**src/rtl/dbit_pkg.sv**
```systemverilog
package dbit_pkg;

   typedef enum logic [1:0] {
      CYC_FREE  = 2'd0,
      CYC_READ  = 2'd1,
      CYC_WRITE = 2'd2,
      CYC_FETCH = 2'd3
   } cyc_e;

   typedef enum logic [1:0] {
      OPK_NONE    = 2'd0,
      OPK_BR_ONE  = 2'd1,
      OPK_BR_ZERO = 2'd2,
      OPK_SET     = 2'd3
   } opk_e;

   // address source of the current bus cycle
   typedef enum logic [1:0] {
      ASEL_DIR  = 2'd0,
      ASEL_OPND = 2'd1,
      ASEL_NEXT = 2'd2
   } asel_e;

   localparam int SEQ_STEPS = 5;

endpackage

```
**src/rtl/dbit_decode.sv**
```systemverilog
module dbit_decode
   import dbit_pkg::*;
#(
   parameter int              OP_W     = 8,
   parameter int              DATA_W   = 8,
   parameter logic [OP_W-1:0] BR_BASE  = 8'h00,
   parameter logic [OP_W-1:0] SET_BASE = 8'h10,
   localparam int             BIT_W    = $clog2(DATA_W)
) (
   input  logic [OP_W-1:0]   opcode,
   output opk_e              kind,
   output logic [DATA_W-1:0] mask
);

   localparam int GRP_LO = BIT_W + 1;

   generate
      if ((1 << BIT_W) != DATA_W) begin : g_bad_width
         $error("dbit_decode: DATA_W must be a power of two");
      end
      if (GRP_LO >= OP_W) begin : g_bad_op
         $error("dbit_decode: opcode too narrow for bit field");
      end
      if (BR_BASE[GRP_LO-1:0] != '0 || SET_BASE[GRP_LO-1:0] != '0) begin : g_bad_base
         $error("dbit_decode: opcode bases must be aligned to the bit field");
      end
      if (BR_BASE[OP_W-1:GRP_LO] == SET_BASE[OP_W-1:GRP_LO]) begin : g_bad_overlap
         $error("dbit_decode: opcode groups overlap");
      end
   endgenerate

   logic [OP_W-GRP_LO-1:0] grp;
   logic [BIT_W-1:0]       bsel;
   logic                   pol;

   assign grp  = opcode[OP_W-1:GRP_LO];
   assign bsel = opcode[BIT_W:1];
   assign pol  = opcode[0];

   always_comb begin
      kind = OPK_NONE;
      if (grp == BR_BASE[OP_W-1:GRP_LO]) begin
         kind = pol ? OPK_BR_ZERO : OPK_BR_ONE;
      end else if (grp == SET_BASE[OP_W-1:GRP_LO] && !pol) begin
         kind = OPK_SET;
      end
   end

   for (genvar i = 0; i < DATA_W; i++) begin : g_mask
      assign mask[i] = (bsel == BIT_W'(i));
   end

endmodule

```
**src/rtl/dbit_ctrl.sv**
```systemverilog
module dbit_ctrl
   import dbit_pkg::*;
#(
   parameter int  STEP_N = SEQ_STEPS,
   localparam int SW     = $clog2(STEP_N)
) (
   input  logic          clk,
   input  logic          rst_n,
   input  logic          launch,
   input  opk_e          kind_in,
   output logic          busy,
   output opk_e          kind_q,
   output cyc_e          cyc,
   output asel_e         asel,
   output logic          plus1,
   output logic          last,
   output logic          cap_data,
   output logic          cap_off
);

   generate
      if (STEP_N != 5) begin : g_bad_steps
         $error("dbit_ctrl: bus pattern is defined for five cycles only");
      end
   endgenerate

   logic [SW-1:0] step;
   logic          is_br;

   assign is_br = (kind_q == OPK_BR_ONE) || (kind_q == OPK_BR_ZERO);

   always_ff @(posedge clk) begin
      if (!rst_n) begin
         busy   <= 1'b0;
         step   <= '0;
         kind_q <= OPK_NONE;
      end else if (!busy) begin
         if (launch) begin
            busy   <= 1'b1;
            step   <= '0;
            kind_q <= kind_in;
         end
      end else if (last) begin
         busy <= 1'b0;
         step <= '0;
      end else begin
         step <= step + SW'(1);
      end
   end

   always_comb begin
      cyc   = CYC_FREE;
      asel  = ASEL_DIR;
      plus1 = 1'b0;
      if (busy) begin
         case (step)
            SW'(0): cyc = CYC_READ;
            SW'(1): begin
               if (is_br) begin
                  cyc  = CYC_FETCH;
                  asel = ASEL_OPND;
               end
            end
            SW'(2): begin
               if (is_br) begin
                  cyc   = CYC_FETCH;
                  asel  = ASEL_OPND;
                  plus1 = 1'b1;
               end else begin
                  cyc = CYC_WRITE;
               end
            end
            SW'(3): begin
               cyc  = CYC_FETCH;
               asel = ASEL_NEXT;
            end
            default: begin
               cyc   = CYC_FETCH;
               asel  = ASEL_NEXT;
               plus1 = 1'b1;
            end
         endcase
      end
   end

   assign last     = busy && (step == SW'(STEP_N - 1));
   assign cap_data = busy && (step == SW'(0));
   assign cap_off  = busy && (step == SW'(1)) && is_br;

endmodule

```
**src/rtl/dbit_pc.sv**
```systemverilog
module dbit_pc
   import dbit_pkg::*;
#(
   parameter int ADDR_W = 16,
   parameter int DATA_W = 8
) (
   input  logic              clk,
   input  logic              rst_n,
   input  logic              launch,
   input  logic [ADDR_W-1:0] op_pc,
   input  logic              cap_off,
   input  logic [DATA_W-1:0] off_in,
   input  opk_e              kind_q,
   input  logic              bit_val,
   input  asel_e             asel,
   input  logic              plus1,
   output logic [ADDR_W-1:0] addr_pc,
   output logic [ADDR_W-1:0] next_pc
);

   logic [ADDR_W-1:0] pc_q;
   logic [DATA_W-1:0] off_q;
   logic [ADDR_W-1:0] rel_ext;
   logic [ADDR_W-1:0] seq2, seq3, base;
   logic              taken;

   always_ff @(posedge clk) begin
      if (!rst_n) begin
         pc_q  <= '0;
         off_q <= '0;
      end else begin
         if (launch)  pc_q  <= op_pc;
         if (cap_off) off_q <= off_in;
      end
   end

   generate
      if (ADDR_W > DATA_W) begin : g_sext
         assign rel_ext = {{(ADDR_W-DATA_W){off_q[DATA_W-1]}}, off_q};
      end else begin : g_trunc
         assign rel_ext = off_q[ADDR_W-1:0];
      end
   endgenerate

   assign seq2  = pc_q + ADDR_W'(2);
   assign seq3  = pc_q + ADDR_W'(3);
   assign taken = (kind_q == OPK_BR_ONE  &&  bit_val) ||
                  (kind_q == OPK_BR_ZERO && !bit_val);

   always_comb begin
      if (kind_q == OPK_SET) next_pc = seq2;
      else if (taken)        next_pc = seq3 + rel_ext;
      else                   next_pc = seq3;
   end

   assign base    = (asel == ASEL_OPND) ? seq2 : next_pc;
   assign addr_pc = base + {{(ADDR_W-1){1'b0}}, plus1};

endmodule

```
**src/rtl/dbit_seq.sv**
```systemverilog
module dbit_seq
   import dbit_pkg::*;
#(
   parameter int              ADDR_W   = 16,
   parameter int              DATA_W   = 8,
   parameter int              OP_W     = 8,
   parameter logic [OP_W-1:0] BR_BASE  = 8'h00,
   parameter logic [OP_W-1:0] SET_BASE = 8'h10
) (
   input  logic              clk,
   input  logic              rst_n,
   input  logic              start,
   input  logic [OP_W-1:0]   opcode,
   input  logic [DATA_W-1:0] dir_addr,
   input  logic [ADDR_W-1:0] op_pc,
   input  logic [DATA_W-1:0] bus_rdata,
   output logic [1:0]        bus_kind,
   output logic [ADDR_W-1:0] bus_addr,
   output logic [DATA_W-1:0] bus_wdata,
   output logic              busy,
   output logic              done,
   output logic [ADDR_W-1:0] next_pc
);

   generate
      if (ADDR_W <= DATA_W) begin : g_bad_addr
         $error("dbit_seq: address must be wider than the direct-page byte");
      end
   endgenerate

   opk_e              dec_kind, kind_q;
   logic [DATA_W-1:0] dec_mask;
   logic              launch;
   cyc_e              cyc;
   asel_e             asel;
   logic              plus1, last, cap_data, cap_off;
   logic [DATA_W-1:0] dir_q, data_q, mask_q;
   logic [ADDR_W-1:0] addr_pc;
   logic              bit_val;

   dbit_decode #(
      .OP_W    (OP_W),
      .DATA_W  (DATA_W),
      .BR_BASE (BR_BASE),
      .SET_BASE(SET_BASE)
   ) dec_i (
      .opcode(opcode),
      .kind  (dec_kind),
      .mask  (dec_mask)
   );

   assign launch = start && !busy && (dec_kind != OPK_NONE);

   dbit_ctrl #(.STEP_N(SEQ_STEPS)) ctrl_i (
      .clk     (clk),
      .rst_n   (rst_n),
      .launch  (launch),
      .kind_in (dec_kind),
      .busy    (busy),
      .kind_q  (kind_q),
      .cyc     (cyc),
      .asel    (asel),
      .plus1   (plus1),
      .last    (last),
      .cap_data(cap_data),
      .cap_off (cap_off)
   );

   always_ff @(posedge clk) begin
      if (!rst_n) begin
         dir_q  <= '0;
         mask_q <= '0;
         data_q <= '0;
      end else begin
         if (launch) begin
            dir_q  <= dir_addr;
            mask_q <= dec_mask;
         end
         if (cap_data) data_q <= bus_rdata;
      end
   end

   assign bit_val = |(data_q & mask_q);

   dbit_pc #(.ADDR_W(ADDR_W), .DATA_W(DATA_W)) pc_i (
      .clk    (clk),
      .rst_n  (rst_n),
      .launch (launch),
      .op_pc  (op_pc),
      .cap_off(cap_off),
      .off_in (bus_rdata),
      .kind_q (kind_q),
      .bit_val(bit_val),
      .asel   (asel),
      .plus1  (plus1),
      .addr_pc(addr_pc),
      .next_pc(next_pc)
   );

   assign bus_kind  = cyc;
   assign bus_addr  = (asel == ASEL_DIR) ? {{(ADDR_W-DATA_W){1'b0}}, dir_q} : addr_pc;
   assign bus_wdata = (cyc == CYC_WRITE) ? (data_q | mask_q) : '0;
   assign done      = last;

endmodule

```
**config.mk**
```make
export PLATFORM = sky130hd
export DESIGN_NAME = dbit_seq
export DESIGN_NICKNAME = d
export VERILOG_FILES = /design/src/rtl/dbit_pkg.sv /design/src/rtl/dbit_decode.sv /design/src/rtl/dbit_ctrl.sv /design/src/rtl/dbit_pc.sv /design/src/rtl/dbit_seq.sv
export SDC_FILE = /design/constraint.sdc
export NUM_CORES = 1
export LEC_CHECK = 0
export ABC_AREA = 1
export BUFFER_PORTS_ARGS = -buffer_cell sky130_fd_sc_hd__buf_2
export CAP_MARGIN = 20
export CORE_MARGIN = 3
export CORE_UTILIZATION = 53
export DETAILED_ROUTE_END_ITERATION = 10
export MAX_ROUTING_LAYER = met4
export PLACE_DENSITY = 0.77
export SLEW_MARGIN = 20
export SYNTH_ARGS = -nofsm -noshare
export SYNTH_HDL_FRONTEND = slang
export SYNTH_SLANG_ARGS = --single-unit
```
**constraint.sdc**
```tcl
create_clock -name clk -period 3.2 [get_ports clk]
set_input_delay 0.64 -clock clk [delete_from_list [all_inputs] [get_ports clk]]
set_output_delay 0.64 -clock clk [all_outputs]
set_load 0.1 [all_outputs]
```
==> results of run 1 <==
-- kinds of logic after synthesis --
group | after synthesis
XOR/XNOR | 20
flip-flops | 54
AND/OR/NAND/NOR | 513
adder cells (fa/ha/maj) | 32
buffers and inverters | 142
AO/OA/AOI/OAI | 116
-- through the flow --
stage          setup WS (ns)  TNS [ns]  instances
2_1_floorplan         -0.639     -6.92        877
3_3_place_gp          -0.589     -5.88       1179
3_5_place_dp          -0.684     -8.21       1179
4_1_cts               -0.900    -15.93       1219
-- timing repair --
item | 4_1_cts
resized for setup | 145
setup endpoints to repair | 38
hold buffers | 0
pin swaps | 70
setup buffers | 34
==> reports/results.txt, run 1 <==
clk root buf - clkbuf_8
status - did not finish
post-synthesis sequential area ratio - 0.205
Synth Instances - 877
Die Y - 106 um
Synth area leaders - dfxtp_1, nand2_1, inv_1, nor2_1, ha_1
most instantiated library cell after synthesis - nand2_1
HPWL after detailed placement - 14,800 um
largest area contributor in the netlist - dfxtp_1
clock tree buffer depth - 2
Rows - 35
# port buffers - 86
Area after DPL - 0.00780 mm^2
Worst EP Category - top-level output
top_reg_cell synth - dfxtp_1
Synth Area in Simple Gates - 0.461
Run Error - [ERROR DPL-0038] Utilization greater than 100%, impossible to legalize
Routability Congestion - 0.967
Post-Synth XOR/XNOR Area - 0.0346
H-tree depth - 2
I/O pin count - 87
Post-Synth Adder-Cell Area - 0.0772
syn_nets - 952
most frequent cells after synthesis - nand2_1, inv_1, nor2_1, dfxtp_1, nand3_1
Sink Count - 54
Worst EP post-GRT repair - bus_addr[13]
Die W - 106 um
post-synthesis mux area share - 0
Mapped Area - 0.00528 mm^2
total number of yosys warnings - 0
Seq cells post-synth - 54
failing step - 5_1_grt
Initial Util - 0.558
Async S/R FF share, synth - 0
largest net degree at the start of global routing - 48
Synth cell types - 44
area share of the largest cell type after synthesis - 0.205
EDFF count, synth - 0
Synth Area in Compound Gates - 0.116
largest family of logic cells by synthesized area - simple AND/OR/NAND/NOR gates
Num CTS Buffers - 5
mean post-synth cell area - 6.02 um^2
==> inputs of run 2 (changes only) <==
CORE_UTILIZATION = 40   (was 53)
MAX_ROUTING_LAYER = unset   (was met4)
PLACE_DENSITY = unset   (was 0.77)
PLACE_DENSITY_LB_ADDON = 0.15   (was unset)
clock period = 4.2 ns   (was 3.2 ns; I/O delays follow)
==> run 2 against run 1 <==
The flow now finishes, with violations (negative setup slack). Synthesized cell count is the same. Area after synthesis is the same.
==> reports/results.txt, run 2 <==
Die W - 121 um
FF-to-FF setup slack - 2.64 ns
WL met3 - 691 um
antenna violations before repair - 0
Synth Instances - 877
most instantiated library cell after synthesis - nand2_1
met1 wire length - 7370 um
Slew @ Worst Pin - 0.946 ns
largest delay contributor family on the critical path - simple AND/OR/NAND/NOR gates
EDFF count, synth - 0
WS Path Type - reg -> out
DRC viols - 0
syn_nets - 952
Seq cells post-synth - 54
Die Y - 121 um
CP max-delay cell - dfxtp_4
Fin. Hold Viols - 0
HPWL after detailed placement - 11,900 um
nets@finish - 1,074
hold path startpoint - mask_q[1]$_SDFFE_PN0P_
worst r2r path cells - 8
most frequent cells in the layout - nand2_1, inv_1, nor2_1, buf_2, buf_4
Period minus WS final - 4.26 ns
largest net degree at the start of global routing - 48
Sink Count - 54
cell area after layout - 0.00770 mm^2
Worst Setup Start Kind - register
CTS tree - built
H-tree depth - 2
area delta synth->final - 45.9%
Skew-Pair Late Insertion Delay - 0.31 ns
period utilisation layout - 1.01
vias - 5,770
WL per Instance - 13.6 um
CP peak stage delay - 0.39 ns
worst hold path depth - 2
Synth area leaders - dfxtp_1, nand2_1, inv_1, nor2_1, ha_1
clk root buf - clkbuf_16
Mapped Area - 0.00528 mm^2
P_leak - 3.65 nW
fraction of layout cells with a size suffix above 1 - 0.389
Rows - 41
DR vias/cell - 4.92
# setup viols final - 5
antenna cells - 0
WHS Endpoint - mask_q[1]$_SDFFE_PN0P_
CP max FO - 5
Crit Reg-Reg Endpoint - pc_i.off_q[5]$_SDFFE_PN0P_
critical path's most frequent cell - nand2_1
Buffers & Inverters on Critical Path - 2
top_reg_cell synth - dfxtp_1
most frequent cells after synthesis - nand2_1, inv_1, nor2_1, dfxtp_1, nand3_1
clock tree buffer depth - 2
first-pass GRT wire length - 25,400 um
DIE AREA - 0.0146 mm^2
Setup TNS - -0.159 ns
Setup Slack @ Placement - -0.0305 ns
GR Util All Layers - 0.213
Post-CTS Hold Fix Bufs - 0
total number of yosys warnings - 0
unrepaired setup endpoints after global routing - true
total gr overflow - 0
Max-Cap Viols - 0
max reg flops - 16
CP Cell Sequence - inv_4 -> ha_4 -> nor2_8 -> nand2_4 -> nor2_4 -> nand2_1 -> nand2_1 -> nand2_2 -> ha_4 -> nand2_4 -> nor2_4 -> nand2_1 -> nand4_1 -> nand3_2 -> nand2_1 -> nand3_1 -> nand2_2 -> nand2_2 -> nor2_4 -> nand3_2 -> nand2_1 -> nand2_2 -> nor2_4 -> buf_12
drt first pass iters - 5
Fill cells - 1,234
fmax - 235 MHz
Worst R2R Start - ctrl_i.kind_q[0]$_SDFFE_PN0P_
Routability Congestion - 0.893
post-route ant nets - 0
Iteration-0 DRC Markers - 355
post-synthesis sequential area ratio - 0.205
wirelength, routed - 15,900 um
highest metal used - met4
CP Data Required Time - 3.36 ns
Reg with most FFs - pc_i.pc_q
commonest non-fill, non-tap cell in the layout - nand2_1
vias in the first global route - 5,396
skew final - 0.00940 ns
Num CTS Buffers - 5
failing checks - negative setup slack
worst vdd ir - 128 uV
pwr dens - 167 mW/mm^2
Area after DPL - 0.00660 mm^2
Met2 Wirelength - 7590 um
Setup crit end kind - primary output
mean post-synth cell area - 6.02 um^2
final worst setup slack - -0.0604 ns
Worst-path clk slew - 0.08 ns
I/O pin count - 87
area share of the largest cell type after synthesis - 0.205
relative slew slack - 0.368
Synth cell types - 44
largest area contributor in the netlist - dfxtp_1
Worst EP arrival - 3.42 ns
Slew Viols, Final - 0
Power Total - 1.29 mW
# port buffers - 86
Initial Util - 0.414
status - complete, but fails checks
Async S/R FF share, synth - 0
Worst Hold Class - reg -> reg
CORE AREA - 0.0128 mm^2
==> run 2: cell counts after synthesis <==
Identical to the previous run, type by type.
==> run 2: logic make-up after synthesis <==
| group | count (synthesis) | synth area share |
|---|---|---|
| flip-flops | 54 | 0.205 |
| buffers and inverters | 142 | 0.106 |
| XOR/XNOR | 20 | 0.0346 |
| AND/OR/NAND/NOR | 513 | 0.461 |
| adder cells (fa/ha/maj) | 32 | 0.0772 |
| AO/OA/AOI/OAI | 116 | 0.116 |
==> run 2: worst max-delay path by stage <==
| stage | startpoint | to | slack, ns | cells past startpoint |
|---|---|---|---|---|
| finish | pc_i.pc_q[1]$_SDFFE_PN0P_ | bus_addr[15] | -0.06 | 24 |
| global route | pc_i.pc_q[1]$_SDFFE_PN0P_ | bus_addr[13] | -0.30 | 26 |
| CTS | pc_i.pc_q[1]$_SDFFE_PN0P_ | bus_addr[7] | -0.01 | 24 |
| detailed placement | pc_i.pc_q[1]$_SDFFE_PN0P_ | bus_addr[15] | -0.03 | 26 |
| global placement | pc_i.pc_q[1]$_SDFFE_PN0P_ | bus_addr[15] | -0.03 | 26 |
| floorplan | ctrl_i.kind_q[0]$_SDFFE_PN0P_ | bus_addr[4] | -0.11 | 15 |
==> run 2: area by class of cell <==
cell class / count / area (um^2) / area share
clock buffer: 5 / 125 / 0.0162
timing repair buffer: 139 / 1210 / 0.157
inverter: 118 / 453 / 0.0588
clock inverter: 3 / 28.8 / 0.00373
tap: 172 / 215 / 0.0279
multi-input combinational: 681 / 4580 / 0.594
sequential: 54 / 1090 / 0.142
==> run 2: tightest hold or removal path: stages, from the launching register on <==
cell	delay, ns
dfxtp_1	0.32
nand2_1	0.06
a21oi_1	0.05
==> run 2: metrics by stage <==
| step | std cells | hold WS, ns | util |
|---|---|---|---|
| floorplan | 877 | 0.455 | - |
| global placement | 1135 | 0.465 | 0.517 |
| detailed placement | 1135 | 0.473 | 0.517 |
| CTS | 1154 | 0.486 | 0.564 |
| global route | 1172 | 0.511 | 0.603 |
| finish | 1172 | 0.483 | 0.603 |
==> run 2: routing by layer <==
| layer | up-vias | track usage |
|---|---|---|
| li1 | 3017 | - |
| met1 | 2590 | 0.287 |
| met3 | 20 | 0.0373 |
| met2 | 143 | 0.358 |
| met4 | 0 | 0.0453 |
| met5 | - | 0 |
==> run 2: power by group <==
group          total (mW)  internal (mW)  switching (mW)
clock               0.450          0.228           0.221
combinational       0.305          0.100           0.205
sequential          0.536          0.523          0.0127
total                1.29          0.851           0.439
==> run 2: repair_timing <==
item / CTS / global route
resized for setup: 69 / 98
cloned: 0 / 0
setup buffers: 11 / 18
setup endpoints to repair: 11 / 12
pin swaps: 22 / 70
No activity file was read; power rests on OpenSTA's default activity.
